==> src/rtl/evb_pkg.sv <==
package evb_pkg;

    localparam int unsigned AW      = 12;   // indirect address width
    localparam int unsigned DW      = 64;   // data port width
    localparam int unsigned MW      = 32;   // per-counter mask width
    localparam int unsigned EW      = 32;   // event counter width
    localparam int unsigned CW      = 64;   // cycle counter width
    localparam int unsigned CYC_BIT = 31;   // cycle counter slot in every mask
    localparam int unsigned NEV_LSB = 11;   // counter-count field in control
    localparam int unsigned NEV_W   = 5;

    localparam logic [AW-1:0] A_CTRL    = 12'h400;
    localparam logic [AW-1:0] A_CEN_CLR = 12'h403;
    localparam logic [AW-1:0] A_CEN_SET = 12'h404;
    localparam logic [AW-1:0] A_IEN_CLR = 12'h405;
    localparam logic [AW-1:0] A_IEN_SET = 12'h406;
    localparam logic [AW-1:0] A_OVS_CLR = 12'h407;
    localparam logic [AW-1:0] A_OVS_SET = 12'h408;
    localparam logic [AW-1:0] A_CYC     = 12'h40A;
    // per-counter rows start at 0x420, 0x10 apart; offset 0 control, 1 value
    localparam logic [AW-5:0] EV_ROW0   = 8'h42;

    typedef enum logic [3:0] {
        RS_NONE,
        RS_CTRL,
        RS_CEN,
        RS_IEN,
        RS_OVS,
        RS_CYC,
        RS_EVVAL,
        RS_EVCCR
    } rsel_e;

    // Implemented bits of a mask: the event slots plus the cycle slot.
    function automatic logic [MW-1:0] valid_mask(input int unsigned nev);
        logic [MW-1:0] m;
        m = '0;
        for (int unsigned i = 0; i < CYC_BIT; i++) begin
            if (i < nev) m[i] = 1'b1;
        end
        m[CYC_BIT] = 1'b1;
        return m;
    endfunction

endpackage

==> src/rtl/evb_regport.sv <==
module evb_regport
    import evb_pkg::*;
#(
    parameter int unsigned NUM_EV = 8,
    localparam int unsigned IDXW  = (NUM_EV > 1) ? $clog2(NUM_EV) : 1
) (
    input  logic            clk,
    input  logic            rst_n,
    input  logic            sel_we,
    input  logic [AW-1:0]   sel_addr,
    output rsel_e           rsel,
    output logic [IDXW-1:0] ev_idx
);

    localparam logic [AW-5:0] NEV_ROWS = (AW-4)'(NUM_EV);

    logic [AW-1:0] sel_d, sel_q;
    logic [AW-5:0] row;

    always_comb begin
        sel_d = sel_q;
        if (sel_we) sel_d = sel_addr;
    end

    always_ff @(posedge clk or negedge rst_n) begin
        if (!rst_n) sel_q <= '0;
        else        sel_q <= sel_d;
    end

    assign row = sel_q[AW-1:4] - EV_ROW0;

    always_comb begin
        rsel   = RS_NONE;
        ev_idx = '0;
        case (sel_q)
            A_CTRL:                 rsel = RS_CTRL;
            A_CEN_CLR, A_CEN_SET:   rsel = RS_CEN;
            A_IEN_CLR, A_IEN_SET:   rsel = RS_IEN;
            A_OVS_CLR, A_OVS_SET:   rsel = RS_OVS;
            A_CYC:                  rsel = RS_CYC;
            default: begin
                if ((sel_q[AW-1:4] >= EV_ROW0) && (row < NEV_ROWS)
                    && (sel_q[3:1] == 3'b000)) begin
                    rsel   = sel_q[0] ? RS_EVVAL : RS_EVCCR;
                    ev_idx = row[IDXW-1:0];
                end
            end
        endcase
    end

endmodule

==> src/rtl/evb_ctr.sv <==
module evb_ctr #(
    parameter int unsigned W = 32
) (
    input  logic         clk,
    input  logic         rst_n,
    input  logic         step,
    input  logic         clr,
    input  logic         load,
    input  logic [W-1:0] load_val,
    output logic [W-1:0] value,
    output logic         wrap
);

    logic [W-1:0] cnt_d, cnt_q;

    always_comb begin
        cnt_d = cnt_q;
        wrap  = 1'b0;
        if (load) begin
            cnt_d = load_val;
        end else if (clr) begin
            cnt_d = '0;
        end else if (step) begin
            cnt_d = cnt_q + 1'b1;
            wrap  = &cnt_q;
        end
    end

    always_ff @(posedge clk or negedge rst_n) begin
        if (!rst_n) cnt_q <= '0;
        else        cnt_q <= cnt_d;
    end

    assign value = cnt_q;

endmodule

==> src/rtl/evb_top.sv <==
module evb_top
    import evb_pkg::*;
#(
    parameter int unsigned NUM_EV = 8,
    localparam int unsigned IDXW  = (NUM_EV > 1) ? $clog2(NUM_EV) : 1
) (
    input  logic              clk,
    input  logic              rst_n,
    input  logic              sel_we,
    input  logic              data_we,
    input  logic              data_re,
    input  logic [DW-1:0]     wdata,
    output logic [DW-1:0]     rdata,
    output logic              rvalid,
    input  logic [NUM_EV-1:0] ev_inc,
    output logic              irq
);

    localparam logic [MW-1:0] VMASK = valid_mask(NUM_EV);

    typedef struct packed {
        logic          en;
        logic [MW-1:0] cen;
        logic [MW-1:0] ien;
        logic [MW-1:0] ovs;
        logic          rvalid;
        logic [DW-1:0] rdata;
    } st_t;

    st_t st_d, st_q;
    logic [EW-1:0] ccr_d [NUM_EV];
    logic [EW-1:0] ccr_q [NUM_EV];

    rsel_e           rsel;
    logic [IDXW-1:0] ev_idx;

    logic [EW-1:0]     ev_val [NUM_EV];
    logic [NUM_EV-1:0] ev_step, ev_load, ev_wrap;
    logic [CW-1:0]     cyc_val;
    logic              cyc_step, cyc_load, cyc_clr, cyc_wrap;
    logic              ev_clr;
    logic              hit_ctrl, hit_ovs_clr, hit_ovs_set;
    logic              glb_en;
    logic [MW-1:0]     ovs_mask;
    logic [MW-1:0]     wmask, wrap_bits;
    logic [DW-1:0]     rd_mux;

    evb_regport #(.NUM_EV(NUM_EV)) u_port (
        .clk      (clk),
        .rst_n    (rst_n),
        .sel_we   (sel_we),
        .sel_addr (wdata[AW-1:0]),
        .rsel     (rsel),
        .ev_idx   (ev_idx)
    );

    // The set and clear addresses of a mask are told apart by the low address bits.
    logic [AW-1:0] sel_shadow_d, sel_shadow_q;
    always_comb begin
        sel_shadow_d = sel_shadow_q;
        if (sel_we) sel_shadow_d = wdata[AW-1:0];
    end
    always_ff @(posedge clk or negedge rst_n) begin
        if (!rst_n) sel_shadow_q <= '0;
        else        sel_shadow_q <= sel_shadow_d;
    end

    assign wmask       = wdata[MW-1:0] & VMASK;
    assign hit_ctrl    = data_we && (rsel == RS_CTRL);
    assign hit_ovs_clr = data_we && (rsel == RS_OVS) && (sel_shadow_q == A_OVS_CLR);
    assign hit_ovs_set = data_we && (rsel == RS_OVS) && (sel_shadow_q == A_OVS_SET);
    assign ev_clr      = hit_ctrl && wdata[1];
    assign cyc_clr     = hit_ctrl && wdata[2];
    assign cyc_load    = data_we && (rsel == RS_CYC);
    assign cyc_step    = st_q.en && st_q.cen[CYC_BIT];

    for (genvar n = 0; n < NUM_EV; n++) begin : g_ev
        assign ev_step[n] = st_q.en && st_q.cen[n] && ev_inc[n];
        assign ev_load[n] = data_we && (rsel == RS_EVVAL) && (ev_idx == IDXW'(n));
        evb_ctr #(.W(EW)) u_ctr (
            .clk      (clk),
            .rst_n    (rst_n),
            .step     (ev_step[n]),
            .clr      (ev_clr),
            .load     (ev_load[n]),
            .load_val (wdata[EW-1:0]),
            .value    (ev_val[n]),
            .wrap     (ev_wrap[n])
        );
    end

    evb_ctr #(.W(CW)) u_cyc (
        .clk      (clk),
        .rst_n    (rst_n),
        .step     (cyc_step),
        .clr      (cyc_clr),
        .load     (cyc_load),
        .load_val (wdata[CW-1:0]),
        .value    (cyc_val),
        .wrap     (cyc_wrap)
    );

    always_comb begin
        wrap_bits              = '0;
        wrap_bits[NUM_EV-1:0]  = ev_wrap;
        wrap_bits[CYC_BIT]     = cyc_wrap;
    end

    always_comb begin
        rd_mux = '0;
        case (rsel)
            RS_CTRL: begin
                rd_mux[0]                 = st_q.en;
                rd_mux[NEV_LSB +: NEV_W]  = NEV_W'(NUM_EV);
            end
            RS_CEN:   rd_mux[MW-1:0] = st_q.cen;
            RS_IEN:   rd_mux[MW-1:0] = st_q.ien;
            RS_OVS:   rd_mux[MW-1:0] = st_q.ovs;
            RS_CYC:   rd_mux         = cyc_val;
            RS_EVVAL: rd_mux[EW-1:0] = ev_val[ev_idx];
            RS_EVCCR: rd_mux[EW-1:0] = ccr_q[ev_idx];
            default:  rd_mux         = '0;
        endcase
    end

    always_comb begin
        st_d   = st_q;
        ccr_d  = ccr_q;
        st_d.rvalid = data_re;
        if (data_re) st_d.rdata = rd_mux;
        if (hit_ctrl) st_d.en = wdata[0];
        if (data_we && (rsel == RS_CEN)) begin
            if (sel_shadow_q == A_CEN_SET) st_d.cen = st_q.cen | wmask;
            else                           st_d.cen = st_q.cen & ~wmask;
        end
        if (data_we && (rsel == RS_IEN)) begin
            if (sel_shadow_q == A_IEN_SET) st_d.ien = st_q.ien | wmask;
            else                           st_d.ien = st_q.ien & ~wmask;
        end
        st_d.ovs = (st_q.ovs & ~(hit_ovs_clr ? wmask : '0))
                 | (hit_ovs_set ? wmask : '0)
                 | wrap_bits;
        if (data_we && (rsel == RS_EVCCR)) ccr_d[ev_idx] = wdata[EW-1:0];
    end

    always_ff @(posedge clk or negedge rst_n) begin
        if (!rst_n) begin
            st_q <= '0;
            for (int i = 0; i < NUM_EV; i++) ccr_q[i] <= '0;
        end else begin
            st_q  <= st_d;
            ccr_q <= ccr_d;
        end
    end

    assign glb_en   = st_q.en;
    assign ovs_mask = st_q.ovs;
    assign irq      = |(st_q.ovs & st_q.ien);
    assign rdata    = st_q.rdata;
    assign rvalid   = st_q.rvalid;

endmodule

==> config.mk <==
export PLATFORM = sky130hd
export DESIGN_NAME = evb_top
export DESIGN_NICKNAME = d
export VERILOG_FILES = /design/src/rtl/evb_pkg.sv /design/src/rtl/evb_regport.sv /design/src/rtl/evb_ctr.sv /design/src/rtl/evb_top.sv
export SDC_FILE = /design/constraint.sdc
export NUM_CORES = 2
export LEC_CHECK = 0
export BUFFER_PORTS_ARGS = -buffer_cell sky130_fd_sc_hd__buf_4
export CORE_ASPECT_RATIO = 1.1
export CORE_MARGIN = 2
export CORE_UTILIZATION = 45
export CTS_BUF_LIST = sky130_fd_sc_hd__clkbuf_16
export CTS_CLUSTER_SIZE = 25
export DETAILED_ROUTE_END_ITERATION = 10
export GPL_TIMING_DRIVEN = 0
export SLEW_MARGIN = 15
export SYNTH_ARGS = -nofsm -noshare
export SYNTH_HDL_FRONTEND = slang
export SYNTH_SLANG_ARGS = --single-unit
==> constraint.sdc <==
create_clock -name clk -period 3.5 [get_ports clk]
set_input_delay 0.175 -clock clk [delete_from_list [all_inputs] [get_ports clk]]
set_output_delay 0.175 -clock clk [all_outputs]
set_load 0.005 [all_outputs]
==> flow_summary.ini <==
[synth]
syn_area_um2 = 37720
syn_area_per_cell_um2 = 9.678
syn_inst = 3898
ys_ff_latch = 681
synth_top_cell_by_area = dfrtp_1
async_flop_share_pct = 100.0
ys_top_cells_by_area = dfrtp_1, mux2_2, nand2_1, xnor2_1, xor2_1
synth_cell_types = 107
synth_edf_count = 0
ys_seq_area_share_pct = 45.17
synth_top_flop_cell = dfrtp_1
yosys_warnings = 0
synth_top_area_share_pct = 45.17
syn_nets = 3985

[critical_path]
crit_buf_inv = 6
crit_path_cell_trace = buf_8 > buf_4 > buf_1 > nor2_4 > buf_4 > buf_6 > buf_4 > nor2_1 > a222oi_1 > nand3_1 > a21o_1
rr_startpoint = u_port.sel_q[5]
crit_family = buffers and inverters
crit_path_frequent_cell = buf_4
critical_path_arrival_ps = 4230
critPathLaunchType = flop
path_class = reg2reg
r2r-end = rdata[25]
end_kind = flop
startpoint = u_port.sel_q[5]
slowest_delay_ps = 620
critical_path_peak_fanout = 10
rr_worst_depth = 11
cp_data_required_time_ps = 4080
slowest_stage = a222oi_1
r2r_slack_ps = -150

[detailed_routing]
detail-route-antenna-nets = 0
drtIter0Drc = 4672
vias_per_cell = 6.641
vias = 35630
route.detailed.drc = 0
post_drt_wl_per_cell_um = 36.46
routed_wl_mm = 195.6
firstDrtPassIters = 6

[global_routing]
antenna_found_initial = 20
grt-ovfl-total = 0
grt_pass1_wl_mm = 267.4
grt_max_degree = 101
grt_pass1_vias = 33280
grt_usage_pct = 44.81

[timing]
fin_worst_skew_ps = 47.24
period_needed_ps = 3651
setup_tns_ps = -397.4
finalCritPeriodShare_pct = 104.3
hold_ws_ps = 27.35
max_slew_margin_pct = 11.50
timing.fmax_ghz = 0.2739
slew_viol_final = 0
hold_viol = 0
worst_slack_ps = -150.8
setup_viol_count_final = 10
rsz0062_at_grt = yes
tightest_slew_ps = 1327

[die]
dieHeight_um = 307.7
die_w_um = 280.1
ioPinCount = 143
die_area_um2 = 86160
rows = 111
core_area_um2 = 83190
start_util_pct = 45.35

[cts]
cts_root_buffer = clkbuf_16
clock_latency_ps = 700
cts_sinks = 681
cts_tree = yes
clkTransAtPathRegs_ps = 60
ctsHtreeMaxLevel = 3
numCtsBuffers = 80
clockBufferDepth = 3

[cells_and_area]
multi_input_area_um2 = 19610
final_area_um2 = 45270
ff_latch_area_um2 = 17040
final_cells = 5365
syn_to_final_growth_pct = 20.00
fin_util_pct = 54.42
drive_above_1_share_pct = 24.12
nFillCells = 7619
num-nets-final = 4307

[power]
power.density_nw_per_um2 = 409.7
p_total_mw = 18.55
p_clk_share_pct = 46.9
seqPwrFrac_pct = 43.8
irDropWorstVdd_mv = 0.4246
p_switching_mw = 5.241
p_leak_nw = 19.72
sw_frac_of_total_pct = 28.26
comb_power_share_pct = 9.4
p_int_mw = 13.30

[place]
finalWeightedCongestion = 1.060
dp_slack_ps = -2365
numPortBuffers = 126
dp.cells = 5117
placed_area_um2 = 40550
dpl.hpwl_mm = 142.1

[min_path]
hold_path.class = in2async

[status]
status = complete, but fails checks
violations = setup timing

[run]
max_cap_violations = 0
[power by group through the flow]
stage          clock network [mW]  logic [mW]  registers, mW
6_report                     8.69        1.74           8.12
5_1_grt                      9.02        1.75           8.13
3_3_place_gp                    0        1.46           8.26
2_1_floorplan                   0       0.582           8.20
3_5_place_dp                    0        1.53           8.25
4_1_cts                      8.70        1.64           8.11
[registers in the layout, summed over array words and instances, names as in the netlist, named ones only]
signal and cells:
rdata 64, ovs_mask 9, g_ev.u_ctr.value 256, u_cyc.value 64, glb_en 1, rvalid 1
u_port.sel_q 12, ccr_q 256
[worst max-delay path by stage]
| stage | to | cells after the start |
|---|---|---|
| CTS | rdata[12] | 11 |
| detailed placement | rdata[4] | 13 |
| floorplan | rdata[4] | 12 |
| finish | rdata[25] | 11 |
| global route | rdata[25] | 12 |
| global placement | ccr_q[237] | 1 |
[what timing repair did]
action | in CTS | in global routing
gates cloned | 0 | 1
setup endpoints to repair | 613 | 331
hold buffers | 52 | 0
buffers inserted | 31 | 13
pin swaps | 18 | 17
hold endpoints to repair | 313 | 0
gates resized for setup | 204 | 79
[placed cells by master, fill, tap and decap left out, types with 90 or more instances in the layout]
cell type	synthesis	routed
dfrtp_1	681	680
nand2_1	472	464
mux2_2	309	309
buf_4	75	258
nor2_1	219	204
o21ai_0	202	200
nand3_1	183	180
xnor2_1	134	134
nor3_1	129	121
xor2_1	119	119
a21oi_1	92	91
inv_1	74	90
[Yosys cell counts, types with 12 or more instances]
cell       instances
a22o_1            24
clkbuf_1         148
buf_2             90
nor2_1           219
buf_4             75
a31oi_1           27
a2111oi_0         16
xor2_1           119
o21ai_0          202
o22ai_1           89
buf_1             24
a32o_1            14
a21o_1            49
mux2i_1           35
and3_1            55
a22oi_1           36
a21boi_0          12
inv_1             74
nand3_1          183
o31ai_1           73
xnor2_1          134
or4_1             26
mux2_2           309
or3_1             23
a21oi_1           92
and2_1            18
nor3_1           129
nand4_1           81
and4_1            29
o21ai_1           28
o221ai_1          54
dfrtp_1          681
nor4_1            22
nand2_1          472
nor2b_1           14
[cell families after synthesis]
logic type	Yosys count	share of synthesized area, %
buf+inv	417	5.257
flops	681	45.17
compound gates	842	15.26
mux	347	10.33
fa+ha+maj	10	0.3317
xor+xnor	253	5.874
simple gates	1348	17.77
[layer usage]
| metal | global-route usage, % | part of all wire [%] |
|---|---|---|
| met1 | 58.24 | 38 |
| met2 | 63.88 | 41 |
| met3 | 12.64 | 11 |
| met4 | 32.12 | 8.8 |
| met5 | 0 | 0.065 |
[layout make-up]
| type | count | share of cell area [%] |
|---|---|---|
| inverters | 76 | 0.6412 |
| clock buffers | 80 | 4.422 |
| plain buffers | 338 | 4.417 |
| diodes | 9 | 0.04975 |
| repair buffers | 243 | 5.053 |
| clock inverters | 65 | 1.481 |
| flip-flops and latches | 681 | 37.65 |
| well taps | 1073 | 2.966 |
| multi-input cells | 2800 | 43.32 |
Note: power is estimated with default switching activity, not from simulation.
